`src/rtl/rhc_pkg.sv`:
```
package rhc_pkg;
  localparam int unsigned REG_W   = 32;
  localparam int unsigned CLR_BIT = 31;

  function automatic int unsigned max_w(int unsigned a, int unsigned b);
    return (a > b) ? a : b;
  endfunction
endpackage

```
`src/rtl/rhc_sync.sv`:
```
module rhc_sync #(
  parameter int unsigned STAGES = 2
) (
  input  logic clk_i,
  input  logic rst_ni,
  input  logic d_i,
  output logic q_o
);
  logic [STAGES-1:0] pipe_q;

  // reset to 1: pin treated as released
  always_ff @(posedge clk_i or negedge rst_ni) begin
    if (!rst_ni) pipe_q <= '1;
    else         pipe_q <= {pipe_q[STAGES-2:0], d_i};
  end

  assign q_o = pipe_q[STAGES-1];
endmodule

```
`src/rtl/rhc_counter.sv`:
```
module rhc_counter #(
  parameter int unsigned CNT_W = 29
) (
  input  logic             clk_i,
  input  logic             rst_ni,
  input  logic             run_i,
  input  logic             clr_i,
  output logic [CNT_W-1:0] cnt_o
);
  localparam logic [CNT_W-1:0] CNT_MAX = '1;

  logic [CNT_W-1:0] cnt_q;

  always_ff @(posedge clk_i or negedge rst_ni) begin
    if (!rst_ni)                       cnt_q <= '0;
    else if (clr_i)                    cnt_q <= '0;
    else if (run_i && cnt_q != CNT_MAX) cnt_q <= cnt_q + 1'b1;
  end

  assign cnt_o = cnt_q;
endmodule

```
`src/rtl/rhc_compare.sv`:
```
module rhc_compare
  import rhc_pkg::*;
#(
  parameter int unsigned CNT_W         = 29,
  parameter int unsigned TH_W          = 8,
  parameter int unsigned TICKS_PER_SEC = 25_000_000
) (
  input  logic             clk_i,
  input  logic             rst_ni,
  input  logic [CNT_W-1:0] cnt_i,
  input  logic [TH_W-1:0]  thresh_sec_i,
  input  logic             clr_i,
  output logic             flag_o
);
  localparam int unsigned TPS_W  = $clog2(TICKS_PER_SEC + 1);
  localparam int unsigned PROD_W = TPS_W + TH_W;
  localparam int unsigned CMP_W  = max_w(PROD_W, CNT_W) + 1;

  logic [CMP_W-1:0] limit;
  logic             hit;
  logic             flag_q;

  assign limit = CMP_W'(TICKS_PER_SEC) * CMP_W'(thresh_sec_i);
  assign hit   = (thresh_sec_i != '0) && (CMP_W'(cnt_i) >= limit);

  always_ff @(posedge clk_i or negedge rst_ni) begin
    if (!rst_ni)    flag_q <= 1'b0;
    else if (clr_i) flag_q <= 1'b0;
    else if (hit)   flag_q <= 1'b1;
  end

  assign flag_o = flag_q;
endmodule

```
`src/rtl/rhc_hold_timer.sv`:
```
module rhc_hold_timer
  import rhc_pkg::*;
#(
  parameter int unsigned CNT_W         = 29,
  parameter int unsigned TH_W          = 8,
  parameter int unsigned TICKS_PER_SEC = 25_000_000,
  parameter int unsigned SYNC_STAGES   = 2
) (
  input  logic             clk_i,
  input  logic             rst_ni,
  input  logic             ext_rst_n_i,
  input  logic             wr_en_i,
  input  logic [31:0]      wr_data_i,
  input  logic [TH_W-1:0]  thresh_sec_i,
  output logic [31:0]      rd_data_o,
  output logic             long_press_o
);
  logic             pin_sync;
  logic             held;
  logic             clr_req;
  logic [CNT_W-1:0] cnt_q;

  rhc_sync #(.STAGES(SYNC_STAGES)) u_sync (
    .clk_i (clk_i),
    .rst_ni(rst_ni),
    .d_i   (ext_rst_n_i),
    .q_o   (pin_sync)
  );

  assign held    = ~pin_sync;
  assign clr_req = wr_en_i & wr_data_i[CLR_BIT];

  rhc_counter #(.CNT_W(CNT_W)) u_cnt (
    .clk_i (clk_i),
    .rst_ni(rst_ni),
    .run_i (held),
    .clr_i (clr_req),
    .cnt_o (cnt_q)
  );

  rhc_compare #(
    .CNT_W        (CNT_W),
    .TH_W         (TH_W),
    .TICKS_PER_SEC(TICKS_PER_SEC)
  ) u_cmp (
    .clk_i       (clk_i),
    .rst_ni      (rst_ni),
    .cnt_i       (cnt_q),
    .thresh_sec_i(thresh_sec_i),
    .clr_i       (clr_req),
    .flag_o      (long_press_o)
  );

  assign rd_data_o = REG_W'(cnt_q);
endmodule

```
`config.mk`:
```
export PLATFORM = sky130hd
export DESIGN_NAME = rhc_hold_timer
export DESIGN_NICKNAME = d
export VERILOG_FILES = /design/src/rtl/rhc_pkg.sv /design/src/rtl/rhc_sync.sv /design/src/rtl/rhc_counter.sv /design/src/rtl/rhc_compare.sv /design/src/rtl/rhc_hold_timer.sv
export SDC_FILE = /design/constraint.sdc
export NUM_CORES = 1
export LEC_CHECK = 0
export BUFFER_PORTS_ARGS = -buffer_cell sky130_fd_sc_hd__buf_2
export CAP_MARGIN = 30
export CORE_AREA = 5 5 96 98
export CTS_CLUSTER_DIAMETER = 30
export DETAILED_ROUTE_END_ITERATION = 16
export DIE_AREA = 0 0 101 103
export GPL_TIMING_DRIVEN = 0
export PLACE_DENSITY = 0.82
export SYNTH_ARGS = -nofsm -noshare
export SYNTH_HDL_FRONTEND = slang
export SYNTH_SLANG_ARGS = --single-unit
export TNS_END_PERCENT = 10
```
`constraint.sdc`:
```
create_clock -name clk_i -period 4.19 [get_ports clk_i]
set_clock_uncertainty 0.15 [all_clocks]
set_input_delay 0.419 -clock clk_i [delete_from_list [all_inputs] [get_ports clk_i]]
set_output_delay 0.419 -clock clk_i [all_outputs]
set_load 0.02 [all_outputs]
```
### Yosys cells after proc, flatten, opt, wreduce, memory -nomap -nowiden

Cells that the tools add are included.

* add/subtract/negate cells: 1
* multipliers: 1
* order comparisons: 1
* equal/unequal tests: 1
* mux-type cells: 4
* bitwise operators: 2
* reduce and logical (&&, ||, !) cells: 5

Operators with widths (count)
* two-way mux 29 bit: 2
* >= comparator 29 x 33 -> 1 bit: 1
* adder 29 x 1 -> 29 bit (second input constant): 1
* != test 29 bit (second input constant): 1
* multiplier 19 x 8 -> 27 bit (first input constant): 1
* nonzero test 8 bit: 1
* nonzero test 2 bit: 2
* logical AND 1 bit: 2
* two-way mux 1 bit: 2
* AND 1 bit: 1
* inverter 1 bit: 1

* register bits: 32
* bits of input ports: 44
* logic and storage cells: 18

### Depth between registers and ports, before layout

* depth after elaboration: 5
* mapped depth: 23

### Hierarchy

A second synthesis with hierarchy kept.

* cells, all modules: 561
* area, all modules: 4897.2 um^2

Modules (own cells, without submodules)
* rhc_compare: instances 1, cells an instance 377, area an instance 3150.5 um^2
* rhc_counter: instances 1, cells an instance 176, area an instance 1657.8 um^2
* rhc_sync: instances 1, cells an instance 2, area an instance 52.6 um^2
* rhc_hold_timer: instances 1, cells an instance 6, area an instance 36.3 um^2

### Worst setup path after synthesis

Ideal clock, no wire load.

* path type: input-to-reg
* start: input thresh_sec_i[5]
* end: register u_cmp.flag_q, in the netlist u_cmp.flag_o
* arrival: 5.207 ns
* data required time: 3.911 ns
* path slack: -1.295 ns
* cell stages on the path: 21
* cell sequence: fa_1 > inv_1 > fa_1 > inv_1 > fa_1 > inv_1 > fa_1 > inv_1 > ha_1 > o21ai_0 > a21oi_1 > a221oi_1 > o21bai_1 > a21oi_1 > xor2_1 > ha_1 > a21o_1 > a21oi_1 > o41ai_1 > o31ai_1 > o21ai_0

* cells in the longest elaborated chain, start to end: 4
* elaborated cells between the ends (all ways): 5
* those cells by class: mul: 1; order compare: 1; reduce/logical: 3

RTL lines
* start, declared: RTL line rhc_hold_timer.sv:14 `input logic [TH_W-1:0] thresh_sec_i,`
* multiplier 19 x 8 -> 27 bit: RTL line rhc_compare.sv:23 `assign limit = CMP_W'(TICKS_PER_SEC) * CMP_W'(thresh_sec_i);`
* >= comparator 29 x 33 -> 1 bit: RTL line rhc_compare.sv:24 `assign hit = (thresh_sec_i != '0) && (CMP_W'(cnt_i) >= limit);`
* logical AND 1 bit *: RTL line rhc_compare.sv:24
* nonzero test 2 bit (no line) *
* end signal, assigned: RTL line rhc_compare.sv:27 `if (!rst_ni) flag_q <= 1'b0;`
* end signal, assigned: RTL line rhc_compare.sv:28 `else if (clr_i) flag_q <= 1'b0;`
* end signal, assigned: RTL line rhc_compare.sv:29 `else if (hit) flag_q <= 1'b1;`
* end, declared: RTL line rhc_compare.sv:21 `logic flag_q;`

Mark *: on every way between the ends. The rest lies on a longest branch, timed or not.
A chain may end at the register's enable or synchronous reset.

### Worst setup path in the final report

Ends and elaborated chain as after synthesis.

==> out/metrics.yaml <==
outcome:
  status: "complete, but fails checks"
  violations: "setup timing"
drt:
  drc: 0
  viasPerCell: 5.75
  wl_per_cell_microns: 16.3
  first_iter_violations: 279
  ant_nets: 0
  totalWireLength_mm: 11.9
  vias: 4180
  drt_pass1_iterations: 5
pwr:
  power.share.switching_pct: 50.9
  seq_power_share_pct: 9.1
  pwr-share-comb_pct: 84.2
  leakage_nw: 2.91
  ir_drop_uv: 367
  clockPowerShare_pct: 6.7
  power.switching_w: 0.00186
  p_int_w: 0.00179
  power_density_nw_per_um2: 653
critical_path:
  cp.required_ps: 4210
  startpoint: "thresh_sec_i[5]"
  cp-end-kind: "flop"
  reg2reg_from: "u_cnt.cnt_o[14]$_DFFE_PN0P_"
  ff2ff_path_depth: 8
  r2r-end: "u_cnt.cnt_o[6]$_DFFE_PN0P_"
  critPathKind: "primary input to flop"
  path_cells: "buf_12 -> fa_2 -> inv_2 -> fa_1 -> inv_2 -> fa_1 -> inv_1 -> fa_1 -> inv_2 -> ha_4 -> o21ai_2 -> a221oi_2 -> nor2_1 -> a21o_1 -> o21ai_2 -> xnor2_1 -> ha_1 -> a21o_1 -> a21o_1 -> a21oi_2 -> o41ai_2 -> o31ai_1 -> o21ai_1"
  path_max_fanout: 6
  cp-start-kind: "primary input"
  rrSetupSlack_ps: 1610
  crit_path_end: "u_cmp.flag_o$_DFFE_PN0P_"
  worstPathArrival_ps: 5210
  max_stage_delay_ps: 610
  critPathSlowestCell: "fa_2"
cells_and_area:
  drive_above_1_share_pct: 17.6
  final_cell_mix: "inv_1 (104), ha_1 (67), nor2_1 (42)"
  n_antenna_cell: 0
  fin_nets: 780
  area_delta_synth_final_pct: 16.4
  multi_input_area_sq_um: 3740
  nFillCells: 674
  seq_area_sq_um: 803
  final_common_cell: "inv_1"
  fin_area_sq_um: 5580
global_routing:
  grt_usage_pct: 23.9
  grt_pass1_vias: 4293
  grt_first_pass_wirelength_mm: 19.9
  antenna_found_initial: 0
  grt_max_degree: 33
  grt_overflow_total: 0
clock_network:
  cts_htree_levels: 2
  clock_sinks: 32
  clock_latency_ps: 280
  cts.root.buffer_cell: "clkbuf_8"
  clkTransAtPathRegs_ps: 70
  cts_inserted_buffers: 5
  ctsLongestPathBuffers: 2
  cts_hold_buf: 0
  cts_tree: "yes"
yosys:
  seq_area_frac_synth_pct: 16.7
  synthFlopType: "dfrtp_1"
  ys_types: 53
  syn_inst: 555
  ys_warn_count: 0
  synth_top_family_by_area: "adder cells"
  synth_adder_area_share_pct: 37.2
  synth_area_per_cell_sq_um: 8.64
  ys_ff_latch: 32
  async_reset_ff_share_pct: 100
  syn_area_sq_um: 4800
  synth_compound_area_share_pct: 12.8
  synth_edf_count: 0
  synthXorXnorAreaFrac_pct: 6.76
  synthSimpleGateAreaFrac_pct: 16.7
  synth_mux_area_share_pct: 0
floorplanning:
  dieArea_sq_um: 10400
  start_util_pct: 57.2
  die-width_microns: 101
  num_rows: 34
  die-height_microns: 103
  ios: 77
  design.core.area_sq_um: 8380
timing:
  max_slew_margin_pct: 52.9
  min_period_ps: 5190
  setup-violations-final: 1
  drv_slew: 0
  final_hold_viol_count: 0
  rsz0062_at_grt: "true"
  max_clock_freq_ghz: 0.193
  layout_setup_ws_ps: -998
  max_slew.worst_pin.slew_ps: 706
  period_share_pct: 124
place:
  dpl_worst_slack_ps: -1620
  portBuffers: 42
  dp_hpwl_mm: 9.48
  placed_cell_area_sq_um: 5170
  globalplace.congestion: 0.889
flow_run:
  maxCapViolations: 0
worst_hold_path:
  min_path_type: "primary input to async pin"
==> synthesized netlist by cell type, drive strengths merged (4+ instances only) <==
| cell type | n | share of area, % |
|---|---|---|
| o21ai | 19 | 2.0 |
| nor2 | 43 | 3.4 |
| a21o | 9 | 1.4 |
| o211ai | 4 | 0.63 |
| a211oi | 5 | 0.78 |
| xor2 | 14 | 2.6 |
| nor3 | 10 | 1.3 |
| and4 | 9 | 1.6 |
| nand2 | 22 | 1.7 |
| nand3 | 14 | 1.5 |
| a21oi | 34 | 3.6 |
| dfrtp | 30 | 16 |
| ha | 77 | 20 |
| fa | 41 | 17 |
| and2 | 5 | 0.65 |
| nor4 | 4 | 0.52 |
| clkbuf | 11 | 0.89 |
| or3 | 6 | 0.78 |
| xnor2 | 23 | 4.2 |
| and3 | 12 | 1.6 |
| nand4 | 10 | 1.4 |
| nor2b | 5 | 0.65 |
| inv | 107 | 8.4 |
==> per-layer routing <==
| layer | global-route usage (%) | up-vias | part of all wire, % |
|---|---|---|---|
| met1 | 30.1 | 1999 | 41 |
| met3 | 2.37 | 35 | 4.4 |
| met5 | 0 | - | 0 |
| met4 | 10.3 | 0 | 3.9 |
| li1 | - | 1997 | - |
| met2 | 41.9 | 149 | 50 |
==> worst min path at each step <==
stage	startpoint	end	slack, ps	depth (start not counted)
floorplan	rst_ni	u_cmp.flag_o$_DFFE_PN0P_	-30	0
global placement	u_sync.pipe_q[0]$_DFF_PN1_	u_sync.pipe_q[1]$_DFF_PN1_	200	0
detailed placement	u_sync.pipe_q[0]$_DFF_PN1_	u_sync.pipe_q[1]$_DFF_PN1_	200	0
CTS	rst_ni	u_cnt.cnt_o[2]$_DFFE_PN0P_	40	1
global route	ext_rst_n_i	u_sync.pipe_q[0]$_DFF_PN1_	70	1
finish	rst_ni	u_cnt.cnt_o[2]$_DFFE_PN0P_	30	1
==> power groups by stage <==
stage	Sequential, W	Combinational, W	Clock [W]
global route	0.000333	0.00340	0.000261
CTS	0.000330	0.00285	0.000249
global placement	0.000334	0.00237	0
floorplan	0.000345	0.00189	0
detailed placement	0.000335	0.00247	0
finish	0.000330	0.00307	0.000244
==> critical path: cells and delay by family <==
kind / cells / cell delay (ps)
buf+inv: 5 / 350
fa+ha+maj: 6 / 2670
compound gates: 10 / 1570
xor+xnor: 1 / 90
simple gates: 1 / 100
==> cell families (layout without fill, tap and decap cells) <==
kind of cell    Yosys count  count (layout)
xor+xnor                 37              37
other cells               1               3
fa+ha+maj               118             118
compound gates           96              96
buf+inv                 121             183
simple gates            150             150
flops                    32              32
==> final cells by class <==
type	count	share of cell area [%]
buffer	12	1.03
tap	108	2.42
clock inverter	2	0.179
clock buffer	6	1.48
inverter	107	7.19
multi-input combinational	404	66.9
timing repair buffer	56	6.36
sequential	32	14.4
==> sequential cells by signal, indices dropped and copies added, names as in the netlist <==
signal / count
u_cnt.cnt_o: 29
u_sync.pipe_q: 2
u_cmp.flag_o: 1
==> timing repair <==
item                       in CTS  in global routing
resized for setup              32                 14
pin swaps                      24                 21
cloned                          0                  0
setup endpoints to repair       1                  1
buffers inserted               10                  4
==> stage by stage <==
step                      cells  util (%)  TNS (ps)  hold slack, ps  total power [W]
final                       727      66.6      -998            31.2          0.00364
after global routing        727      66.6     -1220            69.5          0.00399
after CTS                   724      65.5      -948            41.4          0.00343
after detailed placement    707      61.7     -1620             199          0.00280
after global placement      707      61.7     -1570             196          0.00270
after floorplan             557         -      -950           -26.6          0.00224
Power figures use the tool's default switching activity.
